### config.mk
export PLATFORM = sky130hd
export DESIGN_NAME = irq_redirector
export DESIGN_NICKNAME = d
export VERILOG_FILES = /design/src/rtl/irq_redir_pkg.sv /design/src/rtl/irq_redir_ctrl.sv /design/src/rtl/irq_redir_datapath.sv /design/src/rtl/irq_redirector.sv
export SDC_FILE = /design/constraint.sdc
export NUM_CORES = 2
export LEC_CHECK = 0
export BUFFER_PORTS_ARGS = -buffer_cell sky130_fd_sc_hd__buf_4
export CAP_MARGIN = 15
export CORE_ASPECT_RATIO = 1.25
export CORE_MARGIN = 1.5
export CORE_UTILIZATION = 57
export CTS_CLUSTER_SIZE = 40
export DETAILED_ROUTE_END_ITERATION = 8
export PLACE_DENSITY_LB_ADDON = 0.1
export SKIP_LAST_GASP = 1
export SYNTH_ARGS = -nofsm -noshare
export SYNTH_HDL_FRONTEND = slang
export SYNTH_SLANG_ARGS = --single-unit
### constraint.sdc
create_clock -name clk -period 2.94 [get_ports clk]
set_clock_uncertainty 0.2 [all_clocks]
set_input_delay 0.588 -clock clk [delete_from_list [all_inputs] [get_ports clk]]
set_output_delay 0.588 -clock clk [all_outputs]
set_load 0.01 [all_outputs]
### src/rtl/irq_redir_pkg.sv
package irq_redir_pkg;
  localparam logic [7:0] OFF_SEL  = 8'h00;
  localparam logic [7:0] OFF_WIN  = 8'h10;
  localparam logic [7:0] IDX_ID   = 8'h00;
  localparam logic [7:0] IDX_VER  = 8'h01;
  localparam logic [7:0] IDX_ARB  = 8'h02;
  localparam logic [7:0] IDX_BASE = 8'h10;
  localparam logic [31:0] ID_KEEP = 32'h0F00_0000;
  localparam logic [63:0] ENT_RESET = 64'h0001_0000_0001_0000;
  localparam int B_DESTMODE = 11;
  localparam int B_TRIG     = 15;
  localparam int B_MASK     = 16;

  // strobes from bus control to the datapath
  typedef struct packed {
    logic       winWr;   // data-window write this cycle
    logic       entHit;  // selected index falls inside the entry table
    logic [7:0] regIdx;  // selected register index
  } winStrobe_t;

  function automatic logic entCanFire(input logic [63:0] e);
    return !e[B_MASK] && !e[B_DESTMODE] && (e[10:8] == 3'b000);
  endfunction

  function automatic logic entParks(input logic [63:0] e);
    return e[B_MASK] && e[B_TRIG];
  endfunction
endpackage

### src/rtl/irq_redir_ctrl.sv
module irq_redir_ctrl
  import irq_redir_pkg::*;
#(
  parameter int NUM_PINS = 16
) (
  input  logic       clk,
  input  logic       rstN,
  input  logic       busValid,
  input  logic       busWrite,
  input  logic [7:0] busAddr,
  input  logic [2:0] busBytes,
  input  logic [31:0] busWdata,
  input  logic [31:0] winData,
  output winStrobe_t stb,
  output logic [31:0] busRdata
);
  localparam int IDX_END = int'(IDX_BASE) + 2 * NUM_PINS;

  logic [31:0] selReg;
  logic goodSize, selHit, winHit;

  assign goodSize = busValid && (busBytes == 3'd4);
  assign selHit   = goodSize && (busAddr == OFF_SEL);
  assign winHit   = goodSize && (busAddr == OFF_WIN);

  assign stb.regIdx = selReg[7:0];
  assign stb.winWr  = winHit && busWrite;
  assign stb.entHit = (int'(selReg[7:0]) >= int'(IDX_BASE)) && (int'(selReg[7:0]) < IDX_END);

  always_comb begin
    busRdata = '0;
    if (selHit && !busWrite)      busRdata = selReg;
    else if (winHit && !busWrite) busRdata = winData;
  end

  always_ff @(posedge clk) begin
    if (!rstN)                      selReg <= '0;
    else if (selHit && busWrite)    selReg <= busWdata;
  end
endmodule

### src/rtl/irq_redir_datapath.sv
module irq_redir_datapath
  import irq_redir_pkg::*;
#(
  parameter int NUM_PINS = 16
) (
  input  logic                clk,
  input  logic                rstN,
  input  winStrobe_t          stb,
  input  logic [31:0]         wdata,
  input  logic [NUM_PINS-1:0] pinIn,
  output logic [31:0]         rdData,
  output logic                waitAny,
  output logic                dlvValid,
  output logic [7:0]          dlvVector,
  output logic [7:0]          dlvDestId,
  output logic                dlvBroadcast
);
  localparam int PIN_W = (NUM_PINS > 1) ? $clog2(NUM_PINS) : 1;
  localparam logic [31:0] VERSION = (32'(NUM_PINS) << 16) | 32'h11;

  logic [NUM_PINS-1:0][63:0] ent, entNext;
  logic [NUM_PINS-1:0] pinPrev, pend, pendNext, waitQ, waitNext, req, grant;
  logic [31:0] idReg;
  logic [PIN_W-1:0] wrPin, gntIdx;

  assign wrPin = PIN_W'((stb.regIdx - IDX_BASE) >> 1);

  for (genvar p = 0; p < NUM_PINS; p++) begin : g_pin
    logic hit, rise, replay;
    assign hit  = stb.winWr && stb.entHit && (wrPin == PIN_W'(p));
    assign entNext[p] = !hit ? ent[p] :
                        (stb.regIdx[0] ? {wdata, ent[p][31:0]} : {ent[p][63:32], wdata});
    assign rise   = pinIn[p] && !pinPrev[p];
    assign replay = hit && pend[p] && !entNext[p][B_MASK];
    assign req[p] = (rise && entCanFire(ent[p])) ||
                    (replay && pinIn[p] && entCanFire(entNext[p]));
    assign pendNext[p] = replay ? 1'b0 : ((rise && entParks(ent[p])) ? 1'b1 : pend[p]);
    assign waitNext[p] = (waitQ[p] && !grant[p]) || req[p];
  end

  // lowest-numbered waiting line wins
  always_comb begin
    gntIdx = '0;
    for (int i = NUM_PINS - 1; i >= 0; i--)
      if (waitQ[i]) gntIdx = PIN_W'(i);
  end
  assign waitAny = |waitQ;
  assign grant   = waitAny ? (NUM_PINS'(1) << gntIdx) : '0;

  always_comb begin
    rdData = '0;
    if (stb.entHit)
      rdData = stb.regIdx[0] ? ent[wrPin][63:32] : ent[wrPin][31:0];
    else if (stb.regIdx == IDX_ID || stb.regIdx == IDX_ARB)
      rdData = idReg;
    else if (stb.regIdx == IDX_VER)
      rdData = VERSION;
  end

  always_ff @(posedge clk) begin
    if (!rstN) begin
      ent          <= {NUM_PINS{ENT_RESET}};
      pinPrev      <= '0;
      pend         <= '0;
      waitQ        <= '0;
      idReg        <= '0;
      dlvValid     <= 1'b0;
      dlvVector    <= '0;
      dlvDestId    <= '0;
      dlvBroadcast <= 1'b0;
    end else begin
      ent     <= entNext;
      pinPrev <= pinIn;
      pend    <= pendNext;
      waitQ   <= waitNext;
      if (stb.winWr && !stb.entHit && stb.regIdx == IDX_ID)
        idReg <= wdata & ID_KEEP;
      dlvValid     <= waitAny;
      dlvVector    <= ent[gntIdx][7:0];
      dlvDestId    <= ent[gntIdx][63:56];
      dlvBroadcast <= waitAny && (ent[gntIdx][63:56] == 8'hFF);
    end
  end
endmodule

### src/rtl/irq_redirector.sv
module irq_redirector
  import irq_redir_pkg::*;
#(
  parameter int NUM_PINS = 16
) (
  input  logic                clk,
  input  logic                rstN,
  input  logic                busValid,
  input  logic                busWrite,
  input  logic [7:0]          busAddr,
  input  logic [2:0]          busBytes,
  input  logic [31:0]         busWdata,
  output logic [31:0]         busRdata,
  input  logic [NUM_PINS-1:0] pinIn,
  output logic                dlvValid,
  output logic [7:0]          dlvVector,
  output logic [7:0]          dlvDestId,
  output logic                dlvBroadcast
);
  winStrobe_t  stb;
  logic [31:0] winData;
  logic [7:0]  selIdx;
  logic        waitAny;

  assign selIdx = stb.regIdx;

  irq_redir_ctrl #(.NUM_PINS(NUM_PINS)) u_ctrl (
    .clk(clk), .rstN(rstN), .busValid(busValid), .busWrite(busWrite),
    .busAddr(busAddr), .busBytes(busBytes), .busWdata(busWdata),
    .winData(winData), .stb(stb), .busRdata(busRdata)
  );

  irq_redir_datapath #(.NUM_PINS(NUM_PINS)) u_dp (
    .clk(clk), .rstN(rstN), .stb(stb), .wdata(busWdata), .pinIn(pinIn),
    .rdData(winData), .waitAny(waitAny), .dlvValid(dlvValid),
    .dlvVector(dlvVector), .dlvDestId(dlvDestId), .dlvBroadcast(dlvBroadcast)
  );
endmodule

-- Word-level counts from Yosys, hierarchy flattened
Index checks and enable logic that the tools add are counted.
- $add $sub $neg: 1
- magnitude comparators: 4
- eq/ne operators: 20
- shift operators: 1
- mux-type cells: 59
- bitwise gates (word level): 2
- reductions and logical operators: 451
- operator list (kind ; count):
    $mux 17 ; 32
    $bmux 64 s4 ; 2
    $logic_and 1x1->1 ; 236
    $mux 32 ; 5
    $mux 64 ; 2
    $logic_not 1->1 ; 98
    $logic_not 3->1 ; 32
    $mux 4 ; 16
    $reduce_and 2->1 ; 32
    $logic_or 1x1->1 ; 33
    $eq 4x4->1 const B ; 8
    $reduce_or 2->1 ; 16
    $mux 21 ; 1
    $eq 4x3->1 const B ; 4
    $logic_not 8->1 ; 2
    $mux 16 ; 1
    $reduce_or 16->1 ; 1
    $shl 1x4->16 const A ; 1
    $lt 4x5->1 const B ; 2
    $eq 4x2->1 const B ; 2
    $eq 8x1->1 const B ; 1
    $eq 8x2->1 const B ; 1
    $eq 8x5->1 const B ; 1
    $eq 8x8->1 const B ; 1
    7 further kinds ; 8
- bits in registers: 1126
- input port bits: 63
- output and inout port bits: 50
- word-level logic and storage cells: 610

-- Logic depth before layout (Yosys ltp)
- depth in word-level cells: 21
- gate-level depth with buffers: 13
- depth with buffers taken out: 8

-- Cells and area by module
From an unflattened synthesis, not the netlist that was laid out.
- cell total of the unflattened synthesis: 6166
- area, all modules: 50878.8 um^2
- modules (own cells, without submodules) (module ; instances ; cells each ; area an instance (um^2) ; seq. area each (um^2)):
    irq_redir_datapath ; 1 ; 5937 ; 48957.0 ; 21901.0
    irq_redir_ctrl ; 1 ; 229 ; 1921.8 ; 640.6

-- Worst setup path after synthesis
No wires, ideal clock.
- path type: reg2out
- from: register u_ctrl.selReg[1]
- to: output busRdata[10]
- arrival: 2545 ps
- data required time: 2152 ps
- slack: -393 ps
- cell stages (with the launch flop): 8
- path buffers: 3
- cell sequence: dfxtp_1 -> buf_2 -> clkbuf_1 -> clkbuf_1 -> mux4_2 -> mux4_2 -> mux2i_1 -> o21ai_0
- word-level cells in the longest chain between the ends: 7
- elaborated cells between the ends (all ways): 14
- those cells by class: 1 x add/sub; 2 x order compare; 1 x eq/ne; 7 x mux; 3 x reduce/logical
- ends and longest elaborated chain (item ; RTL line ; source):
    start, declared ; irq_redir_ctrl.sv:19 ; logic [31:0] selReg;
    start signal, assigned ; irq_redir_ctrl.sv:38 ; else if (selHit && busWrite) selReg <= busWdata;
    $sub 5x5->5 ; irq_redir_datapath.sv:26 ; assign wrPin = PIN_W'((stb.regIdx - IDX_BASE) >> 1);
    $bmux 64 s4 ; irq_redir_datapath.sv:53 ; rdData = stb.regIdx[0] ? ent[wrPin][63:32] : ent[wrPin][31:0];
    $mux 64 (not written as such) ; irq_redir_datapath.sv:53 ;
    $mux 32 ; irq_redir_datapath.sv:53 ;
    $mux 32 * ; irq_redir_datapath.sv:52 ; if (stb.entHit)
    $mux 32 * ; irq_redir_ctrl.sv:33 ; else if (winHit && !busWrite) busRdata = winData;
    $mux 32 * ; irq_redir_ctrl.sv:32 ; if (selHit && !busWrite) busRdata = selReg;
    end, declared ; irq_redirector.sv:13 ; output logic [31:0] busRdata,
Every way passes the cells marked *; elsewhere a longest branch is shown, timed or not. The select of a mux whose other input is x is not followed.

-- Worst setup path after layout
- from: register u_ctrl.selReg[1]
- to: output busRdata[18]
The elaborated chain is that of the path after synthesis.

==> metrics.cfg <==
[outcome]
status=complete, but fails checks
violations=negative setup slack

[sta]
drv_slew=0
period_needed_ps=4100
hold_ws_ps=2.34
max-slew-margin-rel_pct=24.8
tns_ps=-34930
rsz0062_at_grt=true
tightestPinTransition_ps=1130
finalHoldViolCount=0
setup-violations-final=41
period_share_pct=139
fmax_mhz=244
worst_slack_ps=-1160

[finish]
area_growth_pct=21.5
layout_commonest_cell=nand2_1
layout-drive-gt1-share_pct=20.3
final_cell_mix=2306 x nand2_1, 1117 x dfxtp_1, 1046 x a21oi_1
fillers=6751
final_nets=6284

[floorplan]
die_h_um=336
die_x_um=269
start_util_pct=57.7
rows=121
die-area_um2=90500
coreArea_um2=87500
ios=113

[clock_network]
clk_pin_slew_ps=70
clk_path_buf_depth=3
numCtsBuffers=112
clk_latency_ps=720
cts_max_level=3
cts_sinks=1126
clockRootBuffer=clkbuf_16
cts_tree=yes

[detailed_routing]
drc_errors=0
drt_iter0_markers=6710
finalWirelength_um=193000
dr.pass1.iters=8
wl_per_cell_um=25.8
viasPerCell=6.43
postRouteAntennaNets=0
vias=48163

[setup_path]
worstSetupStartpointType=flip-flop
critPathCaptureType=output pin
cp_max_fo=7
critPathKind=flip-flop to output pin
cp_data_arrival_time_ps=3310
crit_required_ps=2150

[global_route]
grt_util_all_layers_pct=41.4
grt_max_degree=206
grt_pass1_wl_um=283000
grt_pass1_vias=45933
antenna_found_initial=4
overflow=0

[placement]
port_buffers=112
hpwl_um=118000
place.gp.congestion=0.992

[yosys]
ys_seq_elements=1126
synth_area_um2=50500
syn-instance-count=6079
syn_nets=6142
ys_top_cells_by_area=dfxtp_1 45%, nand2_1 17%, mux4_2 14%
yosysTopAreaCell=dfxtp_1
synth_seq_area_share_pct=44.6
synth_cell_types=62
yosys_warnings=0
synth_edf_count=0
yosysTopAreaCellShare_pct=44.6
avgSynthCellArea_um2=8.31
async_reset_ff_share_pct=0
synth_ff_type=dfxtp_1

[pwr]
vdd_drop_max_mv=0.497
finalPower_mw=31.0
p_per_area_nw_per_um2=505
p_leak_nw=20.3

[worst_hold_path]
min_path_type=primary input to flip-flop

[run]
cap_violations=0

==> metal layers <==
layer  wire length, µm  track usage (%)  part of all wire [%]
met5                86                0                 0.045
met4             13400             27.3                   7.0
met3             23300             9.32                    12
met2             86800             64.7                    45
met1             69300             51.6                    36
==> kinds of logic (layout without fill, tap and decap cells) <==
logic type | Yosys count | in the layout | share of synthesized area, %
compound gates | 1234 | 1235 | 13.2
xor+xnor | 1 | 1 | 0.0173
buf+inv | 617 | 853 | 4.94
flops | 1126 | 1126 | 44.6
mux | 410 | 410 | 16.0
other cells | 0 | 3 | 0
simple gates | 2691 | 2691 | 21.2
==> critical path, stage by stage, from the launching register on <==
cell and delay [ps]:
dfxtp_4 410, buf_12 190, buf_8 150, clkbuf_16 170, buf_12 100, mux4_2 480
mux4_2 590, mux2i_1 240, o21ai_1 90, buf_4 140
==> layout make-up <==
class                   count  area [µm²]  share of cell area [%]
diodes                      3        7.51                  0.0122
clock buffers             167        3360                    5.48
clock inverters            42         490                   0.799
inverters                  27         109                   0.177
multi-input cells        4337       26400                    43.0
flip-flops and latches   1126       22600                    36.8
well taps                1168        1460                    2.38
repair buffers            617        7020                    11.4
==> timing repair <==
| action | CTS | global route |
|---|---|---|
| endpoints found under the setup margin | 79 | 99 |
| setup buffers | 23 | 35 |
| hold buffers | 16 | 0 |
| pin swaps | 49 | 43 |
| endpoints found under the hold margin | 23 | 0 |
| resized for setup | 103 | 94 |
| cloned | 6 | 12 |
==> metrics by stage <==
step	worst slack [ps]	instances	util (%)	cell area [µm²]
2_1_floorplan	-71.8	6079	-	50600
3_5_place_dp	-494	7193	63.6	55700
3_3_place_gp	-489	7193	63.6	55700
5_1_grt	-1160	7485	70.2	61400
6_report	-1160	7487	70.2	61400
4_1_cts	-1130	7444	69.1	60500
==> where the power goes <==
group          leakage, nW  internal, mW  switching (mW)  total (mW)
sequential            9.08          15.3         0.00614        15.3
combinational         9.28         0.136           0.600       0.735
clock                 1.89          8.62            6.40        15.0
total                 20.3          24.0            7.00        31.0
==> registers in the layout, summed over array words and instances (netlist names) <==
name and count:
u_dp.ent 1024, u_ctrl.selReg 32, u_dp.pend 16, u_dp.pinPrev 16
u_dp.waitQ 16, u_dp.dlvDestId 8, u_dp.dlvVector 8, u_dp.idReg 4
u_dp.dlvBroadcast 1, u_dp.dlvValid 1
==> synth_stat cells (28+ instances only) <==
cell / number
a21oi_1: 1049
nand2_1: 2333
dfxtp_1: 1126
a211oi_1: 31
clkbuf_1: 486
nor2_1: 89
o21ai_0: 43
mux2i_1: 88
buf_2: 43
nand3_1: 112
mux4_2: 320
and2_1: 28
nor3_1: 35
buf_1: 32
==> worst paths after layout <==
path,startpoint,end,slack [ps],cells after the start
setup / recovery,u_ctrl.selReg[1],busRdata[18],-1160,9
hold / removal,rstN,u_dp.pend[2],2,3
setup reg to reg,u_dp.waitQ[7],u_dp.dlvBroadcast,-210,11
hold reg to reg,u_dp.ent[483],u_dp.ent[483],250,2
No activity file was read; power rests on OpenSTA's default activity.
